### config.mk
export PLATFORM = sky130hd
export DESIGN_NAME = pixel_port_demux
export DESIGN_NICKNAME = d
export VERILOG_FILES = /design/src/rtl/ppd_pkg.sv /design/src/rtl/ppd_trs_detect.sv /design/src/rtl/ppd_timing_flags.sv /design/src/rtl/ppd_sample_split.sv /design/src/rtl/pixel_port_demux.sv
export SDC_FILE = /design/constraint.sdc
export NUM_CORES = 1
export LEC_CHECK = 0
export CAP_MARGIN = 20
export CORE_MARGIN = 3
export CORE_UTILIZATION = 40
export CTS_BUF_LIST = sky130_fd_sc_hd__clkbuf_8
export DETAILED_ROUTE_END_ITERATION = 7
export GPL_ROUTABILITY_DRIVEN = 0
export GPL_TIMING_DRIVEN = 1
export HOLD_SLACK_MARGIN = 0.06
export PLACE_DENSITY = 0.76
export SYNTH_ARGS = -nofsm -noshare
export SYNTH_HDL_FRONTEND = slang
export SYNTH_SLANG_ARGS = --single-unit
### constraint.sdc
create_clock -name clk -period 1.65 [get_ports clk]
set_input_delay 0.495 -clock clk [delete_from_list [all_inputs] [get_ports clk]]
set_output_delay 0.495 -clock clk [all_outputs]
set_load 0.005 [all_outputs]
### src/rtl/ppd_pkg.sv
package ppd_pkg;

  // Position of a data byte inside the repeating 4:2:2 group.
  typedef enum logic [1:0] {
    PH_CB = 2'd0,
    PH_YA = 2'd1,
    PH_CR = 2'd2,
    PH_YB = 2'd3
  } phase_e;

  // Flags carried by the last byte of a timing marker.
  typedef struct packed {
    logic f;
    logic v;
    logic h;
  } trs_flags_t;

endpackage

### src/rtl/ppd_trs_detect.sv
module ppd_trs_detect
  import ppd_pkg::*;
#(
  parameter int DW = 8
) (
  input  logic          clk,
  input  logic          rst_n,
  input  logic [DW-1:0] din,
  output logic [DW-1:0] tail_byte,
  output logic          tail_is_trs,
  output logic          xy_done,
  output trs_flags_t    xy_flags
);

  localparam int TRS_LEN = 4;
  localparam int CNT_W = $clog2(TRS_LEN);
  localparam logic [DW-1:0] ONES = {DW{1'b1}};
  localparam logic [DW-1:0] ZERO = {DW{1'b0}};
  localparam int F_POS = DW - 2;
  localparam int V_POS = DW - 3;
  localparam int H_POS = DW - 4;
  localparam logic [CNT_W-1:0] RELOAD = CNT_W'(TRS_LEN - 1);

  // Look-behind window: win[0] is the newest byte, win[TRS_LEN-1] the oldest.
  logic [DW-1:0] win [TRS_LEN];

  generate
    for (genvar i = 0; i < TRS_LEN; i++) begin : g_win
      if (i == 0) begin : g_head
        always_ff @(posedge clk) begin
          if (!rst_n) win[i] <= ZERO;
          else        win[i] <= din;
        end
      end else begin : g_body
        always_ff @(posedge clk) begin
          if (!rst_n) win[i] <= ZERO;
          else        win[i] <= win[i-1];
        end
      end
    end
  endgenerate

  function automatic logic is_preamble(input logic [DW-1:0] a,
                                       input logic [DW-1:0] b,
                                       input logic [DW-1:0] c);
    return (a == ONES) && (b == ZERO) && (c == ZERO);
  endfunction

  function automatic trs_flags_t decode_xy(input logic [DW-1:0] xy);
    trs_flags_t fl;
    fl.f = xy[F_POS];
    fl.v = xy[V_POS];
    fl.h = xy[H_POS];
    return fl;
  endfunction

  logic [CNT_W-1:0] trs_left;
  trs_flags_t       xy_reg;
  logic             trs_start;

  // A marker starts when its first byte reaches the tail of the window.
  assign trs_start = is_preamble(win[TRS_LEN-1], win[TRS_LEN-2], win[TRS_LEN-3])
                     && (trs_left == '0);

  always_ff @(posedge clk) begin
    if (!rst_n) begin
      trs_left <= '0;
      xy_reg   <= '0;
    end else if (trs_start) begin
      trs_left <= RELOAD;
      xy_reg   <= decode_xy(win[0]);
    end else if (trs_left != '0) begin
      trs_left <= trs_left - CNT_W'(1);
    end
  end

  assign tail_byte   = win[TRS_LEN-1];
  assign tail_is_trs = trs_start || (trs_left != '0);
  assign xy_done     = (trs_left == CNT_W'(1));
  assign xy_flags    = xy_reg;

  AST_MARKER_SPANS: assert property (@(posedge clk) disable iff (!rst_n)
    trs_start |=> tail_is_trs && !xy_done) else $error("marker span broken");

endmodule

### src/rtl/ppd_timing_flags.sv
module ppd_timing_flags
  import ppd_pkg::*;
(
  input  logic       clk,
  input  logic       rst_n,
  input  logic       xy_done,
  input  trs_flags_t xy_flags,
  output logic       field,
  output logic       vblank,
  output logic       hblank,
  output logic       sav_pulse,
  output logic       eav_pulse,
  output logic       active,
  output logic       sav_seen
);

  logic eav_seen;

  assign sav_seen = xy_done && !xy_flags.h;
  assign eav_seen = xy_done &&  xy_flags.h;

  always_ff @(posedge clk) begin
    if (!rst_n) begin
      field     <= 1'b0;
      vblank    <= 1'b0;
      hblank    <= 1'b0;
      sav_pulse <= 1'b0;
      eav_pulse <= 1'b0;
      active    <= 1'b0;
    end else begin
      sav_pulse <= sav_seen;
      eav_pulse <= eav_seen;
      if (xy_done) begin
        field  <= xy_flags.f;
        vblank <= xy_flags.v;
        hblank <= xy_flags.h;
        active <= !xy_flags.h;
      end
    end
  end

  AST_PULSES_EXCLUSIVE: assert property (@(posedge clk) disable iff (!rst_n)
    !(sav_pulse && eav_pulse)) else $error("both pulses high");
  AST_SAV_SINGLE: assert property (@(posedge clk) disable iff (!rst_n)
    sav_pulse |=> !sav_pulse) else $error("sav pulse too long");
  AST_EAV_SINGLE: assert property (@(posedge clk) disable iff (!rst_n)
    eav_pulse |=> !eav_pulse) else $error("eav pulse too long");
  AST_SAV_FLAG: assert property (@(posedge clk) disable iff (!rst_n)
    sav_pulse |-> !hblank) else $error("hblank high on start");
  AST_EAV_FLAG: assert property (@(posedge clk) disable iff (!rst_n)
    eav_pulse |-> hblank) else $error("hblank low on end");

endmodule

### src/rtl/ppd_sample_split.sv
module ppd_sample_split
  import ppd_pkg::*;
#(
  parameter int DW = 8
) (
  input  logic          clk,
  input  logic          rst_n,
  input  logic [DW-1:0] tail_byte,
  input  logic          tail_is_trs,
  input  logic          active,
  input  logic          sav_seen,
  output logic [DW-1:0] y_out,
  output logic [DW-1:0] cb_out,
  output logic [DW-1:0] cr_out,
  output logic          y_valid,
  output logic          c_valid
);

  localparam logic [DW-1:0] MAXC = {DW{1'b1}};
  localparam logic [DW-1:0] MINC = {DW{1'b0}};
  localparam logic [DW-1:0] LO_LEGAL = MINC + DW'(1);
  localparam logic [DW-1:0] HI_LEGAL = MAXC - DW'(1);

  function automatic logic [DW-1:0] legalize(input logic [DW-1:0] v);
    if (v == MAXC) return HI_LEGAL;
    if (v == MINC) return LO_LEGAL;
    return v;
  endfunction

  phase_e        phase;
  logic          take;
  logic [DW-1:0] sample;

  assign take   = active && !tail_is_trs;
  assign sample = legalize(tail_byte);

  always_ff @(posedge clk) begin
    if (!rst_n) begin
      phase   <= PH_CB;
      y_out   <= '0;
      cb_out  <= '0;
      cr_out  <= '0;
      y_valid <= 1'b0;
      c_valid <= 1'b0;
    end else begin
      y_valid <= 1'b0;
      c_valid <= 1'b0;
      if (sav_seen) begin
        phase <= PH_CB;
      end else if (take) begin
        unique case (phase)
          PH_CB: cb_out <= sample;
          PH_CR: begin
            cr_out  <= sample;
            c_valid <= 1'b1;
          end
          default: begin
            y_out   <= sample;
            y_valid <= 1'b1;
          end
        endcase
        phase <= phase_e'(phase + 2'd1);
      end
    end
  end

  AST_STROBES_EXCLUSIVE: assert property (@(posedge clk) disable iff (!rst_n)
    !(y_valid && c_valid)) else $error("both strobes high");
  AST_Y_LEGAL: assert property (@(posedge clk) disable iff (!rst_n)
    y_valid |-> (y_out != MAXC) && (y_out != MINC)) else $error("reserved luma");
  AST_C_LEGAL: assert property (@(posedge clk) disable iff (!rst_n)
    c_valid |-> (cb_out != MAXC) && (cb_out != MINC) && (cr_out != MAXC) && (cr_out != MINC))
    else $error("reserved chroma");
  AST_C_AFTER_Y: assert property (@(posedge clk) disable iff (!rst_n)
    c_valid |-> $past(y_valid)) else $error("chroma pair out of order");
  AST_CB_HELD: assert property (@(posedge clk) disable iff (!rst_n)
    c_valid |-> $stable(cb_out)) else $error("cb moved under pair");

endmodule

### src/rtl/pixel_port_demux.sv
module pixel_port_demux
  import ppd_pkg::*;
#(
  parameter int DATA_W = 8
) (
  input  logic              clk,
  input  logic              rst_n,
  input  logic [DATA_W-1:0] din,
  output logic [DATA_W-1:0] y_out,
  output logic [DATA_W-1:0] cb_out,
  output logic [DATA_W-1:0] cr_out,
  output logic              y_valid,
  output logic              c_valid,
  output logic              field,
  output logic              vblank,
  output logic              hblank,
  output logic              sav_pulse,
  output logic              eav_pulse
);

  logic [DATA_W-1:0] tail_byte;
  logic              tail_is_trs;
  logic              xy_done;
  trs_flags_t        xy_flags;
  logic              active;
  logic              sav_seen;

  ppd_trs_detect #(.DW(DATA_W)) u_detect (
    .clk         (clk),
    .rst_n       (rst_n),
    .din         (din),
    .tail_byte   (tail_byte),
    .tail_is_trs (tail_is_trs),
    .xy_done     (xy_done),
    .xy_flags    (xy_flags)
  );

  ppd_timing_flags u_flags (
    .clk       (clk),
    .rst_n     (rst_n),
    .xy_done   (xy_done),
    .xy_flags  (xy_flags),
    .field     (field),
    .vblank    (vblank),
    .hblank    (hblank),
    .sav_pulse (sav_pulse),
    .eav_pulse (eav_pulse),
    .active    (active),
    .sav_seen  (sav_seen)
  );

  ppd_sample_split #(.DW(DATA_W)) u_split (
    .clk         (clk),
    .rst_n       (rst_n),
    .tail_byte   (tail_byte),
    .tail_is_trs (tail_is_trs),
    .active      (active),
    .sav_seen    (sav_seen),
    .y_out       (y_out),
    .cb_out      (cb_out),
    .cr_out      (cr_out),
    .y_valid     (y_valid),
    .c_valid     (c_valid)
  );

endmodule

=== Word-level counts from Yosys, hierarchy flattened ===
Memories as Yosys holds them, arrays and structs flattened.
Index checks and enable logic that the tools add are counted.

* Add/sub/neg operators: 2
* Bitwise gates (word level): 8
* Reductions and logical operators: 22
* Multiplexer cells: 17
* Equal/unequal tests: 3

{| class="wikitable"
|+ Operators by type and width
! kind !! number
|-
| 2-to-1 mux 8 bit || 8
|-
| zero test 8 bit || 3
|-
| AND reduction 3 bit || 3
|-
| equality test 8 bit, second input constant || 1
|-
| 2-to-1 mux 1 bit || 7
|-
| logical AND 1 bit || 6
|-
| zero test 2 bit || 2
|-
| 2-to-1 mux 2 bit || 2
|-
| NOT 1 bit || 4
|-
| OR 1 bit || 4
|-
| nonzero test 2 bit || 2
|-
| OR reduction 2 bit || 2
|-
| OR reduction 3 bit || 1
|-
| adder 2 x 1 -> 2 bit, second input constant || 1
|-
| equality test 2 x 1 -> 1 bit, second input constant || 1
|-
| equality test 2 bit, second input constant || 1
|-
| zero test 1 bit || 2
|-
| subtractor 2 x 1 -> 2 bit, second input constant || 1
|-
| logical OR 1 bit || 1
|}

* Memories kept: 1
* Bits in writable memories: 32
* Output and inout bits: 31
* Register bits after elaboration: 39
* Word-level logic and storage cells: 69
* Input port bits: 10

{| class="wikitable"
|+ Memories
! memory !! words !! width !! rd ports !! clocked after Yosys merged registers in !! write ports !! line !! source
|-
| u_detect.win || 4 || 8 || 4 || 0 || 4 || ppd_trs_detect.sv:25 || <nowiki>logic [DW-1:0] win [TRS_LEN];</nowiki>
|}

=== Depth between registers and ports, before layout ===
Gate-level depths: netlist of the first run.

* Depth after elaboration: 9
* Mapped depth: 7
* Mapped depth without buffers: 6

=== Hierarchy ===
From an unflattened synthesis of the first run, not the netlist that was laid out.

* Cell total of the unflattened synthesis: 262
* Area total of the unflattened synthesis: 2590.0 um^2

{| class="wikitable"
|+ Modules (own cells, without submodules)
! module !! cells each !! sequential area each (um^2) !! instances !! area an instance (um^2)
|-
| ppd_trs_detect || 111 || 740.7 || 1 || 1252.5
|-
| ppd_sample_split || 133 || 560.5 || 1 || 1121.1
|-
| ppd_timing_flags || 18 || 120.1 || 1 || 216.5
|}

=== Least setup slack after synthesis of the first run ===
Ideal clock, no wire load.

* Path type: reg-to-reg
* From: register u_detect.trs_left[1]
* To: register u_split.y_out[0]
* Data required time: 1.529 ns
* Arrival: 1.440 ns
* Clock period less this slack: 1.561 ns
* Library setup time: 0.121 ns
* Stages on the path, launching flop included: 8
* Path buffers: 2
* Path slack: 0.089 ns
* Path through: dfxtp_1 inv_1 ha_1 clkbuf_1 nand2b_1 buf_2 nand3_4 mux2_4

* Elaborated cells on any way between the ends: 10
* Classes of those cells: 1 x eq/ne; 1 x bitwise; 8 x reduce/logical

{| class="wikitable"
|+ RTL lines
! what !! line !! source
|-
| from (decl) || ppd_trs_detect.sv:57 || <nowiki>logic [CNT_W-1:0] trs_left;</nowiki>
|-
| from (signal assigned) || ppd_trs_detect.sv:73 || <nowiki>trs_left <= trs_left - CNT_W'(1);</nowiki>
|-
| equality test 2 x 1 -> 1 bit || ppd_trs_detect.sv:79 || <nowiki>assign xy_done = (trs_left == CNT_W'(1));</nowiki>
|-
| net u_detect.xy_done || ppd_trs_detect.sv:11 || <nowiki>output logic xy_done,</nowiki>
|-
| logical AND 1 bit || ppd_timing_flags.sv:19 || <nowiki>assign sav_seen = xy_done && !xy_flags.h;</nowiki>
|-
| NOT 1 bit (no source line) || - ||
|-
| AND reduction 3 bit (no source line) || - ||
|-
| to (signal assigned) || ppd_sample_split.sv:58 || <nowiki>y_out <= sample;</nowiki>
|-
| to (decl) || ppd_sample_split.sv:12 || <nowiki>output logic [DW-1:0] y_out,</nowiki>
|}

The timed path passes the listed nets, and every way through them passes these cells.
A chain may end at the register's enable or synchronous reset.

==> flow_summary.json, run 1 <==
{
  "synth.area.top_cells": "dfxtp_1, mux2i_1, and2_1, nand2_1, nand3_4",
  "ctsHoldBuffers": 0,
  "yosys_warnings": 0,
  "vias": 1625,
  "cts_inserted_buffers": 9,
  "min-delay-start": "u_detect.win[0][5]",
  "synth-edff-count": 0,
  "synth_cell_types": 26,
  "arrival_ps": 1810,
  "cp_slowest_cell": "dfxtp_1",
  "chipWidth_um": 84.0,
  "fin_worst_skew_ps": 7.78,
  "cts_tree": "yes",
  "total_power_mw": 3.46,
  "grt_util_all_layers": 0.118,
  "grt_start_max_net_pins": 40,
  "cp_top_family": "simple AND/OR/NAND/NOR gates",
  "r2r_end": "u_split.cb_out[6]",
  "rsz0062_at_grt": "false",
  "slew_headroom": 0.713,
  "wl_per_cell_um": 11.1,
  "placed_cells": 340,
  "powerDensity_mw_per_mm2": 1110,
  "crit_chain": "nor4_2 -> and4_4 -> a21oi_4 -> nand3_4 -> buf_4 -> mux2i_1",
  "clk_pin_slew_ps": 70,
  "outcome": "complete, no violations",
  "grt_pass1_vias": 1568,
  "grt_pass1_wl_um": 6710,
  "finalHoldViolations": 0,
  "layout_min_cycle_time_ps": 1550,
  "cts_sinks": 71,
  "antenna_found_initial": 0,
  "instances_no_fill": 357,
  "first_pass_iters": 3,
  "insertion_delay_ps": 330,
  "synth_top_area_frac": 0.583,
  "ys_ff_latch": 71,
  "crit_path_start_kind": "register",
  "whs_path_depth": 2,
  "boundaryPins": 41,
  "syn_to_final_growth_pct": 28.6,
  "drv_slew": 0,
  "yosysTopAreaCell": "dfxtp_1",
  "detail-route-antenna-nets": 0,
  "synth_flop_cell": "dfxtp_1",
  "path_max_fanout": 7,
  "dieArea_mm2": 0.00706,
  "ys_top_cells_by_count": "dfxtp_1, nand2_1, and2_1",
  "hp-class": "register to register",
  "fin_crit_sh": 0.940,
  "grt_overflow": 0,
  "syn_inst": 228,
  "final-setup-viol-count": 0,
  "finalWorstSetupSlack_ps": 98.6,
  "p_leak_nw": 1.54,
  "post-synth-top-count-cell": "dfxtp_1",
  "n_antenna_cell": 0,
  "synthesis.area_mm2": 0.00244,
  "fin_nets": 294,
  "worst_pin_slew_ps": 430,
  "clock_path_buffers": 2,
  "r2r_slack_ps": 100,
  "critPathMaxStageDelay_ps": 320,
  "core-area_mm2": 0.00571,
  "htreeDepth": 3,
  "holdPathEnd": "u_detect.win[1][5]",
  "rows": 27,
  "critPathBufInv": 1,
  "crit_type": "register to register",
  "ff2ff_path_depth": 6,
  "initial_core_util": 0.427,
  "routed_wl_um": 3970,
  "async_reset_ff_frac": 0,
  "fmax_ghz": 0.645,
  "cp.required_ps": 1910,
  "avgSynthCellArea_um2": 10.7,
  "r2r-start": "u_detect.win[2][1]",
  "clock-root-buffer": "clkbuf_8",
  "drt-vias-per-instance": 4.55,
  "ir_worst_vdd_mv": 0.559,
  "route.detailed.drc": 0,
  "ys_seq_area_frac": 0.583,
  "drt-initial-drc-count": 55,
  "port-buffer-count": 40,
  "layout-drive-gt1-share": 0.161,
  "dp_slack_ps": 33.4,
  "die_h_um": 84.0,
  "drv_cap": 0,
  "finalSetupTns_ps": 0,
  "dp.final_hpwl_um": 2910,
  "critPathCaptureType": "register",
  "synth_nets": 242
}
logic make-up after synthesis:
group	after synthesis	synth area share
compound gates	9	0.0262
flops	71	0.583
xor+xnor	1	0.00360
mux	28	0.121
fa+ha+maj	4	0.0205
buf+inv	17	0.0267
simple gates	98	0.218
how the worst max path moves through the flow:
stage,startpoint,endpoint,slack (ps),cells after the start
final,u_detect.win[2][1],u_split.cb_out[6],100,6
after floorplan,u_detect.trs_left[1],u_split.y_out[0],90,7
after CTS,u_split.c_valid,c_valid,10,1
after global routing,u_detect.win[1][5],u_split.cb_out[3],3,6
after detailed placement,u_detect.win[1][5],u_split.cb_out[4],30,6
after global placement,u_detect.win[1][5],u_split.cb_out[4],40,6
power breakdown:
group	internal (mW)	switching [mW]	leakage (nW)
clock	0.520	0.571	0.0949
combinational	0.255	0.277	0.867
sequential	1.80	0.0411	0.580
layer usage:
layer / wire length (um) / track usage
met2: 1830 / 0.194
met5: 0 / 0
met4: 50 / 0.0614
met1: 1880 / 0.137
met3: 207 / 0.0375
cell usage in the layout (no fill, tap or decap), types with 2 or more instances in the layout:
| cell type | netlist | routed |
|---|---|---|
| dfxtp_2 | 0 | 6 |
| mux2i_1 | 25 | 25 |
| a21oi_1 | 2 | 2 |
| ha_1 | 4 | 4 |
| and2_1 | 30 | 30 |
| nand2_1 | 33 | 33 |
| o21ai_0 | 4 | 4 |
| dlymetal6s2s_1 | 0 | 2 |
| clkbuf_8 | 0 | 9 |
| dfxtp_1 | 71 | 65 |
| nand4_1 | 2 | 2 |
| and2_2 | 2 | 2 |
| nor4_2 | 0 | 4 |
| nand3_4 | 3 | 3 |
| clkinv_2 | 0 | 5 |
| nor2_1 | 13 | 13 |
| nand3_1 | 4 | 4 |
| clkdlybuf4s50_1 | 0 | 8 |
| inv_1 | 7 | 9 |
| buf_4 | 0 | 9 |
| nand2b_1 | 2 | 2 |
| nor3_1 | 2 | 2 |
| mux2_4 | 3 | 3 |
| dlygate4sd2_1 | 0 | 29 |
cell type report:
| cell class | count | area, um^2 |
|---|---|---|
| Clock inverter | 7 | 32.5 |
| Multi-Input combinational cell | 140 | 975 |
| Fill cell | 526 | 2580 |
| Tap cell | 72 | 90.1 |
| Inverter | 8 | 30.0 |
| Clock buffer | 9 | 124 |
| Sequential cell | 71 | 1430 |
| Timing Repair Buffer | 50 | 452 |
state kept, by name, indices dropped and copies added, names as in the netlist:
name and count:
u_flags.hblank 1, u_split.cb_out 8, u_split.y_valid 1, u_split.phase 2
u_split.c_valid 1, u_flags.vblank 1, u_detect.trs_left 2, u_flags.field 1
u_flags.eav_pulse 1, u_detect.win 32, u_split.cr_out 8, u_flags.active 1
u_split.y_out 8, u_flags.sav_pulse 1, u_detect.xy_flags 3
stage by stage:
stage	utilization	cell area, um^2	hold WS [ps]
finish	0.549	3130	423
global route	0.549	3130	445
CTS	0.542	3090	423
detailed placement	0.520	2970	410
global placement	0.520	2970	414
floorplan	-	2440	400
worst reg2reg max path: stages (launching register included):
cell and delay, ps:
dfxtp_1 320, nor4_2 270, and4_4 290, a21oi_4 110, nand3_4 120, buf_4 190, mux2i_1 190
what timing repair did:
action | in CTS | in global routing
endpoints found under the setup margin | 29 | 25
pin swaps | 0 | 1
resized for setup | 35 | 6
setup buffers | 0 | 1
No activity file was read; power rests on OpenSTA's default activity.
==> run 2, diff against run 1 <==
--- a/config.mk
+++ b/config.mk
@@ -14,5 +14,5 @@
 export GPL_TIMING_DRIVEN = 1
 export HOLD_SLACK_MARGIN = 0.06
-export PLACE_DENSITY = 0.76
+export PLACE_DENSITY = 0.65
 export SYNTH_ARGS = -nofsm -noshare
 export SYNTH_HDL_FRONTEND = slang
==> constraint.sdc (replaced) <==
create_clock -name clk -period 1.65 [get_ports clk]
set_input_delay 0.165 -clock clk [delete_from_list [all_inputs] [get_ports clk]]
set_output_delay 0.165 -clock clk [all_outputs]
set_load 0.005 [all_outputs]
==> run 2 against run 1 <==
  * Register-to-register slack is essentially flat
  * Cell count grew 0.56%
  * Die area is the same
  * Worst setup slack gained 15 ps
  * Sequential cell count is the same
  * Total power grew 8.2%
  * Routed wire length grew 4.5%
  * Design area grew 2.8%
  * Critical endpoint is now u_split.cr_out[6]
  * Largest power group unchanged
==> flow_summary.json, run 2 (synthesized netlist as in run 1, its figures left out) <==
{
  "finalSetupTns_ps": 0,
  "wl_per_cell_um": 11.6,
  "detail-route-antenna-nets": 0,
  "first_pass_iters": 4,
  "instances_no_fill": 359,
  "grt_pass1_wl_um": 7010,
  "vias": 1646,
  "grt_util_all_layers": 0.122,
  "dieArea_mm2": 0.00706,
  "powerDensity_mw_per_mm2": 1160,
  "grt_use_met3": 0.0316,
  "hp-class": "input pin to register",
  "cts_tree": "yes",
  "dp.final_hpwl_um": 2940,
  "cts_inserted_buffers": 9,
  "largest_reg_flops": 32,
  "slew_headroom": 0.702,
  "crit_type": "register to register",
  "syn_to_final_growth_pct": 32.2,
  "core-area_mm2": 0.00571,
  "boundaryPins": 41,
  "timing.hold.ws_ps": 168,
  "outcome": "complete, no violations",
  "clock-root-buffer": "clkbuf_8",
  "n_antenna_cell": 0,
  "ctsHoldBuffers": 0,
  "layout-drive-gt1-share": 0.150,
  "drt-initial-drc-count": 47,
  "fillCellCount": 516,
  "route.detailed.drc": 0,
  "die_h_um": 84.0,
  "layout_min_cycle_time_ps": 1540,
  "drt-vias-per-instance": 4.58,
  "port-buffer-count": 40,
  "placed_cells": 340,
  "r2r-start": "u_detect.win[2][0]",
  "drv_cap": 0,
  "layout.cells.most_common": "dfxtp_1",
  "mostFrequentLayoutCells": "dfxtp_1, clkdlybuf4s50_1, nand2_1",
  "arrival_ps": 1790,
  "grt_start_max_net_pins": 47,
  "rows": 27,
  "r2r_slack_ps": 110,
  "path_max_fanout": 5,
  "critPathMaxStageDelay_ps": 310,
  "min-delay-start": "rst_n",
  "initial_core_util": 0.427,
  "p_leak_nw": 1.39,
  "placed_cell_area_mm2": 0.00298,
  "final-setup-viol-count": 0,
  "crit_chain": "nor4_2 -> and4_4 -> a21oi_4 -> nand3_4 -> buf_4 -> mux2i_1",
  "cts_sinks": 71,
  "grt_overflow": 0,
  "final_area_mm2": 0.00322,
  "worst_pin_slew_ps": 444,
  "clk_pin_slew_ps": 70,
  "finalWorstSetupSlack_ps": 113,
  "final_util": 0.564,
  "grt_pass1_vias": 1595,
  "insertion_delay_ps": 320,
  "chipWidth_um": 84.0,
  "total_power_mw": 3.74,
  "routed_wl_um": 4150,
  "clock_path_buffers": 2,
  "use_met1": 0.145,
  "fin_crit_sh": 0.931,
  "cp_slowest_cell": "dfxtp_1",
  "regMostFlops": "u_detect.win",
  "dp_slack_ps": 36.9,
  "htreeDepth": 3,
  "busiest_layer": "met2",
  "finalHoldViolations": 0,
  "startpoint": "u_detect.win[2][0]",
  "critPathCaptureType": "register",
  "use_met2": 0.201,
  "multi_input_area_um2": 977,
  "drv_slew": 0,
  "fin_worst_skew_ps": 9.11,
  "fin_nets": 296,
  "antenna_found_initial": 0,
  "crit_path_start_kind": "register",
  "ir_worst_vdd_mv": 0.957,
  "fmax_ghz": 0.651,
  "regArea_mm2": 0.00142,
  "cp.required_ps": 1910
}
==> run 2: worst paths after layout <==
kind	to	depth (start not counted)
max reg2reg	u_split.cr_out[6]	6
min reg2reg	u_detect.win[1][7]	1
max	u_split.cr_out[6]	6
min	u_split.phase[0]	3
==> run 2: area by class of cell <==
class | count | area share
sequential | 71 | 0.442
multi-input combinational | 140 | 0.304
clock inverter | 6 | 0.0163
tap | 72 | 0.0280
clock buffer | 10 | 0.0428
timing repair buffer | 52 | 0.159
inverter | 8 | 0.00933
==> run 2: layer usage <==
metal,wire length (um),share of wire,vias to the layer above
met5,0,0,-
met4,8,0.0019,0
met3,187,0.045,2
met2,2020,0.49,38
met1,1930,0.46,748
li1,-,-,858
==> run 2: critical path: cells and delay by family (launching register included) <==
| family | cells | cell delay [ps] |
|---|---|---|
| multiplexers | 1 | 180 |
| AO/OA/AOI/OAI | 1 | 100 |
| buffers and inverters | 1 | 170 |
| AND/OR/NAND/NOR | 3 | 690 |
| flip-flops | 1 | 310 |
==> run 2: repair_timing <==
item / CTS / global route
endpoints found under the hold margin: 0 / 0
resized for setup: 0 / 5
endpoints found under the setup margin: 0 / 22
setup buffers: 0 / 3
==> run 2: where the power goes <==
group	switching, mW	total, mW	internal [mW]
Combinational	0.291	0.607	0.315
Sequential	0.0423	1.84	1.80
Clock	0.578	1.30	0.721
Total	0.912	3.74	2.83
==> run 3, diff against run 2 <==
ABC_CLOCK_PERIOD_IN_PS = 1650   (was unset)
MAX_ROUTING_LAYER = met4   (was unset)
==> run 3 against run 2 <==
  * Clock skew about the same
  * Clock power hardly changed
  * Routed wire length is 0.19% higher
  * Count of clock-buffer cells in the layout unchanged
  * Sequential cell count unchanged
  * Design area unchanged
  * Register-to-register slack is essentially flat
  * Critical path depth stayed put
  * Maximum frequency is 0.25% lower
  * Critical endpoint unchanged
  * Largest power group unchanged
  * Highest routed layer unchanged
==> flow_summary.json, run 3 (synthesized netlist as in run 1, its figures left out) <==
{
  "cp_slowest_cell": "dfxtp_1",
  "grt_overflow": 0,
  "vias": 1636,
  "regMostFlops": "u_detect.win",
  "clk_pin_slew_ps": 70,
  "initial_core_util": 0.427,
  "wl_per_cell_um": 11.6,
  "antenna_found_initial": 0,
  "r2r-start": "u_detect.win[2][0]",
  "outcome": "complete, no violations",
  "grt_start_max_net_pins": 47,
  "fmax_ghz": 0.649,
  "n_antenna_cell": 0,
  "worst_pin_slew_ps": 438,
  "drv_slew": 0,
  "p_leak_nw": 1.39,
  "drt-vias-per-instance": 4.56,
  "layout_min_cycle_time_ps": 1540,
  "die_h_um": 84.0,
  "insertion_delay_ps": 320,
  "layout-drive-gt1-share": 0.150,
  "routed_wl_um": 4160,
  "min-delay-start": "rst_n",
  "cts_inserted_buffers": 9,
  "largest_reg_flops": 32,
  "htreeDepth": 3,
  "path_max_fanout": 5,
  "rows": 27,
  "layout.cells.most_common": "dfxtp_1",
  "detail-route-antenna-nets": 0,
  "crit_path_start_kind": "register",
  "startpoint": "u_detect.win[2][0]",
  "critPathMaxStageDelay_ps": 320,
  "ctsHoldBuffers": 0,
  "chipWidth_um": 84.0,
  "hp-class": "input pin to register",
  "final_util": 0.564,
  "route.detailed.drc": 0,
  "cts_tree": "yes",
  "fin_worst_skew_ps": 9.20,
  "fin_crit_sh": 0.934,
  "mostFrequentLayoutCells": "dfxtp_1, clkdlybuf4s50_1, nand2_1",
  "boundaryPins": 41,
  "arrival_ps": 1800,
  "ir_worst_vdd_mv": 0.958,
  "cts_sinks": 71,
  "grt_pass1_vias": 1595,
  "final-setup-viol-count": 0,
  "crit_chain": "nor4_2 -> and4_4 -> a21oi_4 -> nand3_4 -> buf_4 -> mux2i_1",
  "core-area_mm2": 0.00571,
  "clock_path_buffers": 2,
  "drv_cap": 0,
  "slew_headroom": 0.706,
  "powerDensity_mw_per_mm2": 1160,
  "finalHoldViolations": 0,
  "crit_type": "register to register",
  "critPathCaptureType": "register",
  "syn_to_final_growth_pct": 32.2,
  "first_pass_iters": 4,
  "grt_pass1_wl_um": 7010,
  "grt_util_all_layers": 0.126,
  "drt-initial-drc-count": 48,
  "timing.hold.ws_ps": 170,
  "dieArea_mm2": 0.00706,
  "dp.final_hpwl_um": 2940,
  "clock-root-buffer": "clkbuf_8",
  "cp.required_ps": 1910,
  "port-buffer-count": 40,
  "fin_nets": 296
}
run 3: layout make-up:
cell class / instances / area (um^2)
Fill cell: 516 / 2490
Sequential cell: 71 / 1420
Multi-Input combinational cell: 140 / 977
Timing Repair Buffer: 52 / 510
Clock buffer: 10 / 138
Tap cell: 72 / 90.1
Clock inverter: 6 / 52.6
Inverter: 8 / 30.0
run 3: path summary, 6_finish.rpt:
check	end	slack (ps)	cells past startpoint
max	u_split.cr_out[6]	110	6
min	u_split.phase[0]	170	3
max reg2reg	u_split.cr_out[6]	110	6
min reg2reg	u_detect.win[1][7]	440	1
run 3: what timing repair did:
| action | in CTS | in global routing |
|---|---|---|
| resized for setup | 0 | 5 |
| endpoints found under the setup margin | 0 | 22 |
| buffers inserted | 0 | 3 |
run 3: metal layers:
| layer | part of all wire | vias to the layer above | GRT usage |
|---|---|---|---|
| met5 | 0 | - | - |
| met4 | 0.0055 | 0 | 0.0658 |
| met3 | 0.045 | 4 | 0.0316 |
| met2 | 0.48 | 36 | 0.201 |
| met1 | 0.47 | 738 | 0.145 |
| li1 | - | 858 | - |
run 3: where the power goes:
group          internal, mW  total (mW)  switching [mW]  leakage, nW
registers              1.80        1.84          0.0425        0.577
clock network         0.721        1.30           0.583        0.108
logic                 0.315       0.607           0.292        0.706
total                  2.83        3.75           0.917         1.39
run 3: through the flow:
stage	power, mW	worst slack [ps]	area [um^2]	std cells	TNS [ps]
5_1_grt	3.94	-5.91	3220	359	-10.8
4_1_cts	3.77	16.6	3170	356	0
6_report	3.75	110	3220	359	0
3_3_place_gp	2.44	40.1	2980	340	0
2_1_floorplan	2.27	88.7	2440	228	0
3_5_place_dp	2.46	36.9	2980	340	0
run 3: critical path: cells and delay by family, from the launching register on:
family | cells | cell delay (ps)
AOI/OAI and AO/OA | 1 | 100
buffers and inverters | 1 | 170
DFF | 1 | 320
muxes | 1 | 180
and+or+nand+nor | 3 | 690
